--- src/rtl/serclk_pkg.sv ---
// Package: shared defaults for the slow serial clock divider.
// Assumes: nothing beyond IEEE 1800-2017 parameter semantics.
package serclk_pkg;
    localparam int unsigned DEF_CNT_W   = 8;
    localparam int unsigned DEF_STATE_W = 8;
    localparam int unsigned DEF_PULSE_AT = 31;
endpackage

--- src/rtl/serclk_halfcount.sv ---
// Module: half-period counter and slow clock toggle.
// What it does: counts system cycles. When the count equals the compare
// value, it clears the count and flips the slow clock.
// Assumes: the compare value is held steady while running. If the value is
// lowered below the current count, the count runs on and wraps through zero.
module serclk_halfcount #(
    parameter int unsigned CNT_W = serclk_pkg::DEF_CNT_W
) (
    input  logic             clk,
    input  logic             rst_n,
    input  logic [CNT_W-1:0] cmp_val,
    output logic [CNT_W-1:0] cnt_q,
    output logic             match,
    output logic             sclk_q
);
    // Purpose: flag the last cycle of the current half-period.
    always_comb begin
        match = (cnt_q == cmp_val);
    end

    // Purpose: advance or clear the count, and flip the slow clock on a match.
    always_ff @(posedge clk) begin
        if (!rst_n) begin
            cnt_q  <= '0;
            sclk_q <= 1'b0;
        end else if (match) begin
            cnt_q  <= '0;
            sclk_q <= ~sclk_q;
        end else begin
            cnt_q  <= cnt_q + 1'b1;
        end
    end
endmodule

--- src/rtl/serclk_phase_strobe.sv ---
// Module: phase strobe decoder.
// What it does: raises a one-cycle enable when the count sits at the fixed
// pulse point while the slow clock is low. A half-period match in the same
// cycle suppresses the enable.
// Assumes: the inputs come straight from registers, so the output has no
// glitch on a cycle boundary.
module serclk_phase_strobe #(
    parameter int unsigned CNT_W    = serclk_pkg::DEF_CNT_W,
    parameter int unsigned PULSE_AT = serclk_pkg::DEF_PULSE_AT
) (
    input  logic [CNT_W-1:0] cnt_q,
    input  logic             match,
    input  logic             sclk_q,
    output logic             strobe
);
    localparam logic [CNT_W-1:0] PULSE_CNT = CNT_W'(PULSE_AT);

    // Purpose: decode the pulse point; the half-period match takes priority.
    always_comb begin
        strobe = !match && !sclk_q && (cnt_q == PULSE_CNT);
    end
endmodule

--- src/rtl/serclk_step_state.sv ---
// Module: sequencing state register.
// What it does: loads the start state during reset, then adds one on each
// strobe, wrapping at the top of its range.
// Assumes: the strobe is a single-cycle pulse in the same clock domain.
module serclk_step_state #(
    parameter int unsigned STATE_W = serclk_pkg::DEF_STATE_W
) (
    input  logic               clk,
    input  logic               rst_n,
    input  logic [STATE_W-1:0] start_val,
    input  logic               step,
    output logic [STATE_W-1:0] state_q
);
    // Purpose: load on reset, step on a strobe, hold otherwise.
    always_ff @(posedge clk) begin
        if (!rst_n) begin
            state_q <= start_val;
        end else if (step) begin
            state_q <= state_q + 1'b1;
        end
    end
endmodule

--- src/rtl/serclk_sequencer.sv ---
// Module: top of the slow serial clock divider with phase strobe.
// What it does: produces the divided clock as a plain output, and a strobe
// that paces a state register in the system domain.
// Assumes: synchronous active-low reset; half_cmp > PULSE_AT if strobes are
// wanted.
module serclk_sequencer #(
    parameter int unsigned CNT_W    = serclk_pkg::DEF_CNT_W,
    parameter int unsigned STATE_W  = serclk_pkg::DEF_STATE_W,
    parameter int unsigned PULSE_AT = serclk_pkg::DEF_PULSE_AT
) (
    input  logic               clk,
    input  logic               rst_n,
    input  logic [CNT_W-1:0]   half_cmp,
    input  logic [STATE_W-1:0] start_state,
    output logic               sclk_out,
    output logic               step_pulse,
    output logic [STATE_W-1:0] state_q
);
    logic [CNT_W-1:0] cnt_w;
    logic             match_w;

    serclk_halfcount #(.CNT_W(CNT_W)) u_count (
        .clk     (clk),
        .rst_n   (rst_n),
        .cmp_val (half_cmp),
        .cnt_q   (cnt_w),
        .match   (match_w),
        .sclk_q  (sclk_out)
    );

    serclk_phase_strobe #(.CNT_W(CNT_W), .PULSE_AT(PULSE_AT)) u_strobe (
        .cnt_q  (cnt_w),
        .match  (match_w),
        .sclk_q (sclk_out),
        .strobe (step_pulse)
    );

    serclk_step_state #(.STATE_W(STATE_W)) u_state (
        .clk       (clk),
        .rst_n     (rst_n),
        .start_val (start_state),
        .step      (step_pulse),
        .state_q   (state_q)
    );
endmodule

--- config.mk ---
export PLATFORM = sky130hd
export DESIGN_NAME = serclk_sequencer
export DESIGN_NICKNAME = d
export VERILOG_FILES = /design/src/rtl/serclk_pkg.sv /design/src/rtl/serclk_halfcount.sv /design/src/rtl/serclk_phase_strobe.sv /design/src/rtl/serclk_step_state.sv /design/src/rtl/serclk_sequencer.sv
export SDC_FILE = /design/constraint.sdc
export NUM_CORES = 1
export LEC_CHECK = 0
export BUFFER_PORTS_ARGS = -buffer_cell sky130_fd_sc_hd__buf_2
export CAP_MARGIN = 10
export CORE_MARGIN = 2
export CORE_UTILIZATION = 44
export CTS_BUF_LIST = sky130_fd_sc_hd__clkbuf_8
export DETAILED_ROUTE_END_ITERATION = 7
export PLACE_DENSITY_LB_ADDON = 0.3
export SKIP_CTS_REPAIR_TIMING = 1
export SLEW_MARGIN = 20
export SYNTH_ARGS = -nofsm -noshare
export SYNTH_HDL_FRONTEND = slang
export SYNTH_SLANG_ARGS = --single-unit
--- constraint.sdc ---
create_clock -name clk -period 3.05 [get_ports clk]
set_input_delay 0.61 -clock clk [delete_from_list [all_inputs] [get_ports clk]]
set_output_delay 0.61 -clock clk [all_outputs]
set_load 0.05 [all_outputs]
# Word level (Yosys, flattened, before mapping)
# Index checks and enable logic that the tools add are counted.
dict set report op_classes {
  reduce_logical 5
  n_eq_ne 3
  bitwise_logic 2
  add_sub_neg 2
  mux 2
}
# operator n
set ops {}
lappend ops {{8-bit by 1-bit adder with 8-bit output, second input constant} 2}
lappend ops {{8-bit two-way mux} 2}
lappend ops {{8-bit by 5-bit equality test with 1-bit output, second input constant} 1}
lappend ops {{8-bit equality test} 1}
lappend ops {{1-bit logical AND} 2}
lappend ops {{1-bit logical NOT} 2}
lappend ops {{2-bit by 1-bit inequality test with 1-bit output, second input constant} 1}
lappend ops {{1-bit inverter} 2}
lappend ops {{2-bit OR reduction} 1}
dict set report totals {
  output_inout_bits 10
  elab_cells 17
  register_bits 17
}

# Longest topological paths before layout
dict set report depth {
  ltp_word 6
  depth_mapped 5
}

# Cells and area by module
# Synthesis repeated with hierarchy kept, for this count alone.
dict set report unflattened {
  hier_cells 91
  area_unflattened_um2 905.9
}
# mod area_per_inst_um2 instances cells_each seq_area_each_um2
set modules_own_cells {}
lappend modules_own_cells {serclk_step_state 439.2 1 41 240.2}
lappend modules_own_cells {serclk_halfcount 432.9 1 47 180.2}
lappend modules_own_cells {serclk_phase_strobe 33.8 1 3 0.0}

# Least setup slack after synthesis
# Ideal clock, no wire load.
dict set report synth_timing {
  kind {reg-to-output}
  from {register u_count.sclk_q}
  to {output step_pulse}
  slack_ps 295
  path_stages_with_launch 3
  n_path_buf 0
  required_ps 2440
  arrival_ps 2145
  path_cell_list {dfxtp_1 or4_1 nor3_1}
}
dict set report synth_via {
  elab_chain_cells 3
}
# item line_no
set synth_rtl {}
lappend synth_rtl {{start, declared} serclk_halfcount.sv:14} ;# output logic sclk_q
lappend synth_rtl {{start signal, assigned} serclk_halfcount.sv:28} ;# sclk_q <= ~sclk_q;
lappend synth_rtl {{1-bit logical NOT} serclk_phase_strobe.sv:20} ;# strobe = !match && !sclk_q && (cnt_q == PULSE_CNT);
lappend synth_rtl {{1-bit logical AND (2 in a row)} serclk_phase_strobe.sv:20}
lappend synth_rtl {{end, declared} serclk_sequencer.sv:16} ;# output logic step_pulse,
# Every way passes these cells.

# Worst setup path in the final report
dict set report layout_timing {
  from {register u_count.cnt_q[0]}
  to {output step_pulse}
}
dict set report layout_via {
  elab_chain_cells 4
}
# item line_no
set layout_rtl {}
lappend layout_rtl {{start, declared} serclk_halfcount.sv:12} ;# output logic [CNT_W-1:0] cnt_q,
lappend layout_rtl {{start signal, assigned} serclk_halfcount.sv:30} ;# cnt_q <= cnt_q + 1'b1;
lappend layout_rtl {{8-bit equality test} serclk_halfcount.sv:18} ;# match = (cnt_q == cmp_val);
lappend layout_rtl {{1-bit logical NOT} serclk_phase_strobe.sv:20}
lappend layout_rtl {{1-bit logical AND} serclk_phase_strobe.sv:20}
lappend layout_rtl {{1-bit logical AND *} serclk_phase_strobe.sv:20}
# Mark *: on every way between the ends. The rest lies on a longest branch, timed or not.

==> results.sh <==
export IMPL_status="finished clean"
export IMPL_wl_per_cell_um=10.60
export IMPL_maxCapViolations=0
export IMPL_syn_inst=90
export IMPL_cts_tree="done"
export IMPL_min_path_type="reg2reg"
export IMPL_yosysWarningCount=0
export IMPL_dp_hpwl_um=1213
export IMPL_num_io_pins=28
export IMPL_first_iter_violations=2
export IMPL_numCtsBuffers=3
export IMPL_fin_nets=140
export IMPL_grt_pass1_wl_um=2766
export IMPL_yosys_cell_types_count=24
export IMPL_multiInputGateArea_sq_um=476.7
export IMPL_yosysSeqAreaShare_pct=45.78
export IMPL_cp_end_kind="output pin"
export IMPL_drc=0
export IMPL_antenna_cells=0
export IMPL_tns_ps=0
export IMPL_grt_max_degree=19
export IMPL_worst_pin_slew_ps=684.8
export IMPL_grt_overflow=0
export IMPL_insertion_delay_ps=250
export IMPL_cts_sinks=17
export IMPL_synth_common_cells="nor2_1 (14), xnor2_1 (12), dfxtp_1 (9)"
export IMPL_synthArstFlopShare_pct=0
export IMPL_setup_viol=0
export IMPL_die_w_um=49.69
export IMPL_maxSlewViolCount=0
export IMPL_startpoint_type="flop"
export IMPL_htree_levels=1
export IMPL_hold_viol=0
export IMPL_clk_path_buf_depth=2
export IMPL_vdd_drop_max_uv=244.1
export IMPL_io_buffers=27
export IMPL_power_density_nw_per_um2=466.8
export IMPL_rsz0062_at_grt="no"
export IMPL_pwr_share_seq_pct=51.0
export IMPL_drt_wl_total_um=1548
export IMPL_synth_area_leaders="edfxtp_1 (26%), dfxtp_1 (20%), xnor2_1 (11%)"
export IMPL_drive_above_1_share_pct=31.09
export IMPL_skew_ps=1.364
export IMPL_min_period_ps=2184
export IMPL_die_area_sq_um=2469
export IMPL_syn_nets=110
export IMPL_critical_path_class="reg2out"
export IMPL_antenna_left=0
export IMPL_finalCritPeriodShare_pct=71.61
export IMPL_fin_util_pct=57.21
export IMPL_synth_top_cell_area_share_pct=26.16
export IMPL_p_sw_w=0.0001445
export IMPL_cp_max_fo=5
export IMPL_antenna_found_initial=0
export IMPL_vias_per_cell=4.877
export IMPL_relSlewSlack_pct=54.07
export IMPL_drt_pass1_iter_count=3
export IMPL_area_growth_pct=22.21
export IMPL_initial_core_util_pct=46.81
export IMPL_fill_cells=189
export IMPL_pwr_share_clk_pct=30.5
export IMPL_seqCellArea_sq_um=420.4
export IMPL_cp_required_ps=2440
export IMPL_synth_top_flop_cell="dfxtp_1"
export IMPL_avgSynthCellArea_sq_um=10.20
export IMPL_yosysTopAreaCell="edfxtp_1"
export IMPL_track_usage_pct=14.97
export IMPL_grt_pass1_vias=686
export IMPL_die_height_um=49.69
export IMPL_rows=16
export IMPL_swShare_pct=27.58
export IMPL_p_leak_nw=0.4525
export IMPL_clkTransAtPathRegs_ps=60
export IMPL_synth_edf_count=8
export IMPL_gp_congestion=0.7657
export IMPL_combinationalPowerShare_pct=18.5
export IMPL_cp_data_arrival_time_ps=1570
export IMPL_internal_power_w=0.0003794
export IMPL_ctsRootBufferMaster="clkbuf_8"
export IMPL_core_sq_um=1962
export IMPL_ys_ff_latch=17
export IMPL_via_count=712
export IMPL_fmax_mhz=457.9
export IMPL_synth_most_common_cell="nor2_1"
export IMPL_syn_cell_area_sq_um=918.4
-- metrics by stage --
step | cells | setup WS, ps | total power (W) | instance area [sq um] | hold slack [ps]
final | 146 | 865.9 | 0.0005239 | 1122 | 477.7
after global routing | 146 | 767.0 | 0.0005515 | 1122 | 529.3
after global placement | 142 | 878.5 | 0.0003677 | 1077 | 464.9
after detailed placement | 142 | 859.9 | 0.0003702 | 1077 | 472.9
after CTS | 146 | 852.0 | 0.0005306 | 1122 | 481.7
after floorplan | 90 | 294.8 | 0.0003429 | 918.4 | 448.2
-- cell families after synthesis --
family / Yosys count / synth area share (%)
flops: 17 / 45.78
compound gates: 8 / 6.404
xor+xnor: 20 / 19.07
fa+ha+maj: 2 / 2.724
simple gates: 35 / 20.30
mux: 3 / 3.406
buf+inv: 5 / 2.316
-- area by class of cell --
cell class / instances / share of cell area (%)
clock buffer: 3 / 3.679
sequential: 17 / 37.46
multi-input combinational: 68 / 42.47
clock inverter: 1 / 0.3344
inverter: 3 / 1.003
timing repair buffer: 27 / 12.04
tap: 27 / 3.010
-- registers in the layout, summed over array words and instances (netlist names) --
signal           cells
u_count.cnt_q        8
u_count.sclk_q       1
u_state.state_q      8
-- metal layers --
| metal | up-vias | global-route usage, % | share of wire (%) |
|---|---|---|---|
| met5 | - | 0 | 0 |
| met4 | 0 | 11.11 | 3.1 |
| met3 | 4 | 2.727 | 5.5 |
| met2 | 21 | 25.78 | 47 |
| met1 | 320 | 16.22 | 44 |
| li1 | 367 | - | - |
-- worst paths after layout --
check,start,to,slack [ps],depth (start not counted)
max,u_count.cnt_q[0]$_SDFF_PP0_,step_pulse,870,4
min reg2reg,u_count.sclk_q$_SDFFE_PN0P_,u_count.sclk_q$_SDFFE_PN0P_,480,2
max reg2reg,u_count.cnt_q[0]$_SDFF_PP0_,u_state.state_q[6]$_DFFE_PP_,1210,3
min,u_count.sclk_q$_SDFFE_PN0P_,u_count.sclk_q$_SDFFE_PN0P_,480,2
-- layout by cell type, fill, tap and decap left out, types with 2 or more instances in the layout --
cell type  instances
a21oi_1            6
xor2_1             8
clkbuf_8           3
nand2_1            2
ha_1               2
xnor2_1           12
and3_1             2
mux2i_1            2
nor2_1            14
nand4_2            2
buf_2             27
dfxtp_1            9
nand4_1            2
nand3_1            7
edfxtp_1           8
inv_1              4
-- power by group through the flow --
| stage | clock, W | combinational, W | sequential [W] |
|---|---|---|---|
| after CTS | 0.000165 | 0.0000980 | 0.000267 |
| after detailed placement | 0 | 0.0000978 | 0.000272 |
| after global placement | 0 | 0.0000961 | 0.000272 |
| after global routing | 0.000176 | 0.000106 | 0.000269 |
| final | 0.000160 | 0.0000968 | 0.000267 |
| after floorplan | 0 | 0.0000432 | 0.000300 |
-- critical path: stages (launching register included) --
cell and delay (ps):
dfxtp_1 410, ha_1 240, nand4_1 180, nor3_1 210, buf_2 290
(Power assumes the default switching activity.)
